`src/rtl/flash_erase_pkg.sv`:
```
package flash_erase_pkg;
  localparam logic [7:0] CMD_ERASE  = 8'h20;
  localparam logic [7:0] CMD_VERIFY = 8'hA0;
  localparam logic [7:0] CMD_READ   = 8'h00;
  localparam logic [7:0] ERASED     = 8'hFF;

  typedef enum logic [3:0] {
    ST_IDLE, ST_WRDY, ST_SETUP, ST_GO, ST_EWAIT,
    ST_VCMD, ST_VWAIT, ST_VRD, ST_RESTORE
  } fe_state_e;
endpackage

```
`src/rtl/fe_timer.sv`:
```
module fe_timer #(
  parameter int W = 8
) (
  input  logic         clk_i,
  input  logic         rst_ni,
  input  logic         load_i,
  input  logic [W-1:0] val_i,
  output logic         expired_o
);
  logic [W-1:0] cnt_q;

  always_ff @(posedge clk_i or negedge rst_ni) begin
    if (!rst_ni)           cnt_q <= '0;
    else if (load_i)       cnt_q <= val_i;
    else if (cnt_q != '0)  cnt_q <= cnt_q - 1'b1;
  end

  assign expired_o = (cnt_q == '0);

  p_load_holds_r3: assert property (@(posedge clk_i) disable iff (!rst_ni)
    load_i && (val_i != '0) |=> !expired_o);
endmodule

```
`src/rtl/fe_counter.sv`:
```
module fe_counter #(
  parameter int LIMIT = 8,
  parameter int W     = $clog2(LIMIT + 1)
) (
  input  logic         clk_i,
  input  logic         rst_ni,
  input  logic         clr_i,
  input  logic         inc_i,
  output logic [W-1:0] cnt_o,
  output logic         last_o
);
  localparam logic [W-1:0] LAST = W'(LIMIT - 1);
  logic [W-1:0] cnt_q;

  always_ff @(posedge clk_i or negedge rst_ni) begin
    if (!rst_ni)     cnt_q <= '0;
    else if (clr_i)  cnt_q <= '0;
    else if (inc_i)  cnt_q <= cnt_q + 1'b1;
  end

  assign cnt_o  = cnt_q;
  assign last_o = (cnt_q == LAST);

  p_cnt_in_range_r7: assert property (@(posedge clk_i) disable iff (!rst_ni)
    cnt_q <= LAST);
  p_cnt_hold_r6: assert property (@(posedge clk_i) disable iff (!rst_ni)
    !clr_i && !inc_i |=> $stable(cnt_q));
endmodule

```
`src/rtl/flash_bulk_erase.sv`:
```
module flash_bulk_erase
  import flash_erase_pkg::*;
#(
  parameter int DEPTH      = 131072,
  parameter int ERASE_CYC  = 500000,
  parameter int VERIFY_CYC = 300,
  parameter int MAX_PULSES = 1000
) (
  input  logic                     clk_i,
  input  logic                     rst_ni,
  input  logic                     start_i,
  input  logic                     array_ready_i,
  output logic                     bus_req_o,
  output logic                     bus_we_o,
  output logic [$clog2(DEPTH)-1:0] bus_addr_o,
  output logic [7:0]               bus_wdata_o,
  input  logic                     bus_ack_i,
  input  logic [7:0]               bus_rdata_i,
  output logic                     done_o,
  output logic                     err_o
);
  localparam int AW    = $clog2(DEPTH);
  localparam int PW    = $clog2(MAX_PULSES + 1);
  localparam int WMAX  = (ERASE_CYC > VERIFY_CYC) ? ERASE_CYC : VERIFY_CYC;
  localparam int TW    = $clog2(WMAX + 1);

  fe_state_e     state_q, state_d;
  logic          done_q, err_q, fail_q, fail_d;
  logic [AW-1:0] addr_q;
  logic [PW-1:0] pulse_q;
  logic          addr_last, pulse_last;
  logic          run_clr, addr_inc, pulse_inc;
  logic          tmr_load, tmr_done;
  logic [TW-1:0] tmr_val;
  logic          match;

  assign match = (bus_rdata_i == ERASED);

  always_comb begin
    state_d   = state_q;
    fail_d    = fail_q;
    run_clr   = 1'b0;
    addr_inc  = 1'b0;
    pulse_inc = 1'b0;
    unique case (state_q)
      ST_IDLE:    if (start_i) begin state_d = ST_WRDY; run_clr = 1'b1; fail_d = 1'b0; end
      ST_WRDY:    if (array_ready_i) state_d = ST_SETUP;
      ST_SETUP:   if (bus_ack_i) state_d = ST_GO;
      ST_GO:      if (bus_ack_i) state_d = ST_EWAIT;
      ST_EWAIT:   if (tmr_done) state_d = ST_VCMD;
      ST_VCMD:    if (bus_ack_i) state_d = ST_VWAIT;
      ST_VWAIT:   if (tmr_done) state_d = ST_VRD;
      ST_VRD: if (bus_ack_i) begin
        if (match) begin
          if (addr_last) state_d = ST_RESTORE;
          else begin addr_inc = 1'b1; state_d = ST_VCMD; end
        end else if (pulse_last) begin
          fail_d  = 1'b1;
          state_d = ST_RESTORE;
        end else begin
          pulse_inc = 1'b1;   // address kept: resume at the failing byte
          state_d   = ST_SETUP;
        end
      end
      ST_RESTORE: if (bus_ack_i) state_d = ST_IDLE;
      default:    state_d = ST_IDLE;
    endcase
  end

  always_ff @(posedge clk_i or negedge rst_ni) begin
    if (!rst_ni) begin
      state_q <= ST_IDLE;
      fail_q  <= 1'b0;
      done_q  <= 1'b0;
      err_q   <= 1'b0;
    end else begin
      state_q <= state_d;
      fail_q  <= fail_d;
      if (run_clr) begin
        done_q <= 1'b0;
        err_q  <= 1'b0;
      end else if (state_q == ST_RESTORE && bus_ack_i) begin
        done_q <= 1'b1;
        err_q  <= fail_q;
      end
    end
  end

  fe_counter #(.LIMIT(DEPTH), .W(AW)) i_addr_ctr (
    .clk_i, .rst_ni, .clr_i(run_clr), .inc_i(addr_inc),
    .cnt_o(addr_q), .last_o(addr_last)
  );

  fe_counter #(.LIMIT(MAX_PULSES), .W(PW)) i_pulse_ctr (
    .clk_i, .rst_ni, .clr_i(run_clr), .inc_i(pulse_inc),
    .cnt_o(pulse_q), .last_o(pulse_last)
  );

  assign tmr_load = bus_ack_i && (state_q == ST_GO || state_q == ST_VCMD);
  assign tmr_val  = (state_q == ST_GO) ? TW'(ERASE_CYC) : TW'(VERIFY_CYC);

  fe_timer #(.W(TW)) i_wait (
    .clk_i, .rst_ni, .load_i(tmr_load), .val_i(tmr_val), .expired_o(tmr_done)
  );

  always_comb begin
    bus_req_o   = 1'b0;
    bus_we_o    = 1'b1;
    bus_addr_o  = '0;
    bus_wdata_o = CMD_READ;
    unique case (state_q)
      ST_SETUP, ST_GO: begin bus_req_o = 1'b1; bus_wdata_o = CMD_ERASE; end
      ST_VCMD: begin bus_req_o = 1'b1; bus_wdata_o = CMD_VERIFY; bus_addr_o = addr_q; end
      ST_VRD:  begin bus_req_o = 1'b1; bus_we_o = 1'b0; bus_addr_o = addr_q; end
      ST_RESTORE: bus_req_o = 1'b1;
      default: ;
    endcase
  end

  assign done_o = done_q;
  assign err_o  = err_q;

  p_req_stable_r4: assert property (@(posedge clk_i) disable iff (!rst_ni)
    bus_req_o && !bus_ack_i |=> bus_req_o && $stable(bus_addr_o)
                               && $stable(bus_wdata_o) && $stable(bus_we_o));
  p_ready_gate_r2: assert property (@(posedge clk_i) disable iff (!rst_ni)
    $rose(bus_req_o) && $past(state_q) == ST_WRDY |-> $past(array_ready_i));
  p_resume_r6: assert property (@(posedge clk_i) disable iff (!rst_ni)
    state_q == ST_VRD && bus_ack_i && !match |=> $stable(addr_q));
  p_done_restore_r5: assert property (@(posedge clk_i) disable iff (!rst_ni)
    $rose(done_o) |-> $past(state_q == ST_RESTORE && bus_ack_i));
  p_err_limit_r7: assert property (@(posedge clk_i) disable iff (!rst_ni)
    $rose(err_o) |-> pulse_last);
endmodule

```
`config.mk`:
```
export PLATFORM = sky130hd
export DESIGN_NAME = flash_bulk_erase
export DESIGN_NICKNAME = d
export VERILOG_FILES = /design/src/rtl/flash_erase_pkg.sv /design/src/rtl/fe_timer.sv /design/src/rtl/fe_counter.sv /design/src/rtl/flash_bulk_erase.sv
export SDC_FILE = /design/constraint.sdc
export NUM_CORES = 1
export LEC_CHECK = 0
export CORE_AREA = 5 5 102 66
export CTS_BUF_LIST = sky130_fd_sc_hd__clkbuf_16
export CTS_CLUSTER_DIAMETER = 150
export DETAILED_ROUTE_END_ITERATION = 10
export DIE_AREA = 0 0 107 71
export PLACE_DENSITY = 0.83
export SKIP_CTS_REPAIR_TIMING = 1
export SLEW_MARGIN = 20
export SYNTH_ARGS = -nofsm -noshare
export SYNTH_HDL_FRONTEND = slang
export SYNTH_HIERARCHICAL = 1
export SYNTH_SLANG_ARGS = --single-unit
```
`constraint.sdc`:
```
create_clock -name clk_i -period 7.2 [get_ports clk_i]
set_clock_uncertainty 0.1 [all_clocks]
set_input_delay 1.44 -clock clk_i [delete_from_list [all_inputs] [get_ports clk_i]]
set_output_delay 1.44 -clock clk_i [all_outputs]
set_load 0.02 [all_outputs]
```
==> results.txt <==
Yosys mapped the design onto 62 distinct sky130hd cell types. The tools report the root buffer cell as clkbuf_16. The run gives 41.4% as the sequential group share of total power. The logs give 0 for the overflow left after global routing and 40.4% for the part of the Yosys area used for sequential elements. For the highest attainable clock frequency, the log shows 0.251 GHz. The mean instance size in the synthesized netlist is 9.06 µm², and the number of endpoints with negative hold slack in the final report is 0.

Counting flops with an async set or reset pin after synthesis yields a share of 100%. The tools report the minimum setup slack in the final design as 3.22 ns. Walking the worst path, the cells encountered are and3b_1 > and2_1 > clkdlybuf4s50_1.

The floorplan has 22 rows. The run gives 0 as the total count of max-transition violations in the final report. STA classifies the critical path startpoint as a flop. For the number of global-route vias before repair, the log shows 2686. During synthesis, Yosys emitted a total of 6 warnings. The tools report the post-detailed-placement half-perimeter wirelength as 5440 µm. The floorplan step defined a die boundary enclosing 0.00760 mm².

The internal portion of the total power is 707 µW. The CTS clock-pin slew for the worst setup and hold paths came out at 0.06 ns. Compared with the post-synthesis result, the final layout area differs by 16.1%.

The tools report the total negative slack as 0 ns. The largest individual stage delay along the critical path comes from the cell and3b_1. Along the worst hold path, the cell count comes to 2. Dividing the detail-routed wire length by the instance count gives 15.8 µm. After the flow finishes, the layout carries non-filler instances totaling 475. The synthesized design contains 53 register bits. At the end of the flow the core is filled with cells to 65.9%.

By count the netlist is led by dfrtp_1 (53), nor2_1 (34), nand2_1 (33). The transition time of the tightest slew-check pin is 0.929 ns. Setup slack on the worst reg-to-reg path comes out at 3.87 ns.

Placed instance count: 468. The logs give 2 for the number of buffers on the longest clock path and 0.00154 µW for the leakage dissipation. 42 I/O pins were placed.

The ratio of total power to cell area was 313 mW/mm²; the setup slack after placement was 3.27 ns. The core region is 0.00578 mm². Global routing used 21.2% of the available tracks.

For the worst setup path, the data required time is 5.66 ns. The y dimension of the die is 71 µm. The H-tree was split into 2 levels.

The initial antenna violation count was 0. The most used flip-flop cell after synthesis is dfrtp_1. Measured along the x axis, the die boundary spans 107 µm.

The tools report the capture endpoint of the worst hold path as err_o$_DFFE_PN0P_. The worst path uses 55.3% of the clock period. In this design, the stage delay of the slowest critical-path cell is 0.74 ns. Most common cell in the synthesized netlist: dfrtp_1. The arrival time of the worst setup path was 2.44 ns; the count of endpoints failing setup in the final report was 0. The logs give 484 µW for the switching component of the power and 53 for the number of clock sinks seen by CTS. The run gives 56.7% as the effective utilization at floorplan. The biggest area consumer among synthesized cells is dfrtp_1. TritonCTS built the clock tree.

The logic depth of the worst register-to-register path was 7; the global-route wire length before repair was 13000 µm. For the combinational cell fraction of total power, the log shows 40.0%. The type of the worst setup path was flop to output port. Entering global routing, the biggest net connects 54 pins. By area the synthesized netlist is led by dfrtp_1 (40%), xnor2_1 (4.5%), nor2_1 (3.9%). Fraction of power spent switching nets: 40.6%. The tools report the clock latency reported for the late side of the worst-skew pair as 0.28 ns. Clock tree synthesis inserted a total of 5 buffers. The worst flop-to-flop path endpoint was state_q[0]$_DFFE_PN0P_. The shortest period the worst path allows is 3.98 ns, and the total number of nets in the final design is 420. The tool flagged a number of max-cap violations equal to 0.

The sort of element at the end of the critical path was an output port. Before antenna repair, the detailed router went through 4 iterations. The first routing iteration left 187 violations.

In this run the tightest slew margin relative to its limit is 37.5%. The number of synthesized flops with an enable pin is 0. Across the VDD grid, the largest voltage drop is 0.266 mV. The run gives 0.00328 mm² as the post-synthesis instance area. Tracing the worst setup path back leads to its startpoint at state_q[3]$_DFFE_PN0P_. The residual antenna-violating net count after detailed routing is 0. The launch point of the worst reg-to-reg path is i_wait/cnt_q[5]$_DFFE_PN0P_.

In this run the tool buffered the top-level ports with 35 buffer cells. Across all layers, the routed design uses 2793 vias. In this run the worst hold path is classified as flop to flop. In the final layout, the share of cells above drive strength 1 is 7.44%.

The clock network accounts for 18.6% of the total power. The share of the synthesized area in the top cell type was 40.4%. 0 antenna diodes ended up in the layout. The startpoint of the most critical hold path was fail_q$_DFFE_PN0P_. Routability-driven placement finished with a final weighted congestion of 0.882. Setup repair after global routing left no endpoint under its margin. The synthesized netlist cell count was 362. Remaining routing DRC violations: 0. Using the TritonRoute via totals, the vias-per-cell ratio works out to 5.88.

The flow ran to the end, and the final reports show no timing, DRC or antenna violations. The largest fanout on the critical path is 19. The routed design has 7520 µm of wire.
worst max-delay path: cells and delay by family, from the launching register on:
kind                   cells  cell delay (ns)
buffers and inverters      1             0.63
AND/OR/NAND/NOR            2             0.97
flip-flops                 1             0.56
cell type report:
class	instances	area [µm²]
clock buffer	5	125
clock inverter	2	7.51
fill	460	1970
inverter	12	45.0
multi-input combinational	292	1840
sequential	53	1330
tap	72	90.1
timing repair buffer	39	375
routing by layer:
| metal | GRT usage (%) | vias up | part of all wire, % |
|---|---|---|---|
| met5 | 0 | - | 0 |
| met4 | 6.81 | 0 | 1.9 |
| met3 | 5.29 | 18 | 6.8 |
| met2 | 31.0 | 99 | 44 |
| met1 | 30.9 | 1328 | 47 |
| li1 | - | 1348 | - |
through the flow:
| step | cell area (µm²) | power, µW | hold WS (ns) |
|---|---|---|---|
| 2_1_floorplan | 3340 | 831 | 0.378 |
| 3_3_place_gp | 3670 | 938 | 0.389 |
| 3_5_place_dp | 3670 | 964 | 0.393 |
| 4_1_cts | 3810 | 1190 | 0.411 |
| 5_1_grt | 3810 | 1290 | 0.458 |
| 6_report | 3810 | 1190 | 0.411 |
how the worst max path moves through the flow:
| stage | cells past startpoint | end | slack (ns) |
|---|---|---|---|
| 6_report | 3 | bus_addr_o[3] | 3.22 |
| 5_1_grt | 3 | bus_addr_o[3] | 3.09 |
| 3_3_place_gp | 8 | i_addr_ctr/cnt_o[13]$_DFFE_PN0P_ | 3.39 |
| 3_5_place_dp | 8 | i_addr_ctr/cnt_o[15]$_DFFE_PN0P_ | 3.27 |
| 4_1_cts | 3 | bus_addr_o[3] | 3.21 |
| 2_1_floorplan | 8 | i_addr_ctr/cnt_o[13]$_DFFE_PN0P_ | 4.06 |
sequential cells by signal (all words and copies together) (netlist names):
| register | count |
|---|---|
| fail_q | 1 |
| state_q | 4 |
| i_wait/cnt_q | 19 |
| i_addr_ctr/cnt_o | 17 |
| done_o | 1 |
| err_o | 1 |
| i_pulse_ctr/cnt_o | 10 |
cells by family (layout without fill, tap and decap cells):
family | Yosys count | after routing | synth area share [%]
flip-flops | 53 | 53 | 40.4
other | 2 | 18 | 0.229
buffers and inverters | 33 | 58 | 5.49
AND/OR/NAND/NOR | 170 | 170 | 28.6
AO/OA/AOI/OAI | 66 | 66 | 14.3
adder cells (fa/ha/maj) | 4 | 4 | 1.53
XOR/XNOR | 28 | 28 | 7.48
multiplexers | 6 | 6 | 1.91
power by group through the flow:
| stage | combinational (µW) | sequential, µW | clock, µW |
|---|---|---|---|
| after floorplan | 377 | 454 | 0 |
| after global placement | 450 | 488 | 0 |
| after detailed placement | 471 | 493 | 0 |
| after CTS | 474 | 490 | 226 |
| after global routing | 537 | 509 | 242 |
| final | 476 | 493 | 222 |
layout by cell type (no fill, tap or decap), drive strengths merged, types with 12 or more instances in the layout:
cell	netlist	layout
dfrtp	53	53
nor2	36	36
clkdlybuf4s50	0	34
nand2	33	33
and2	19	19
conb	2	18
o21ai	18	18
xnor2	17	17
a21oi	15	15
inv	12	13
nand3	13	13
o31ai	12	12
(Power assumes the default switching activity.)
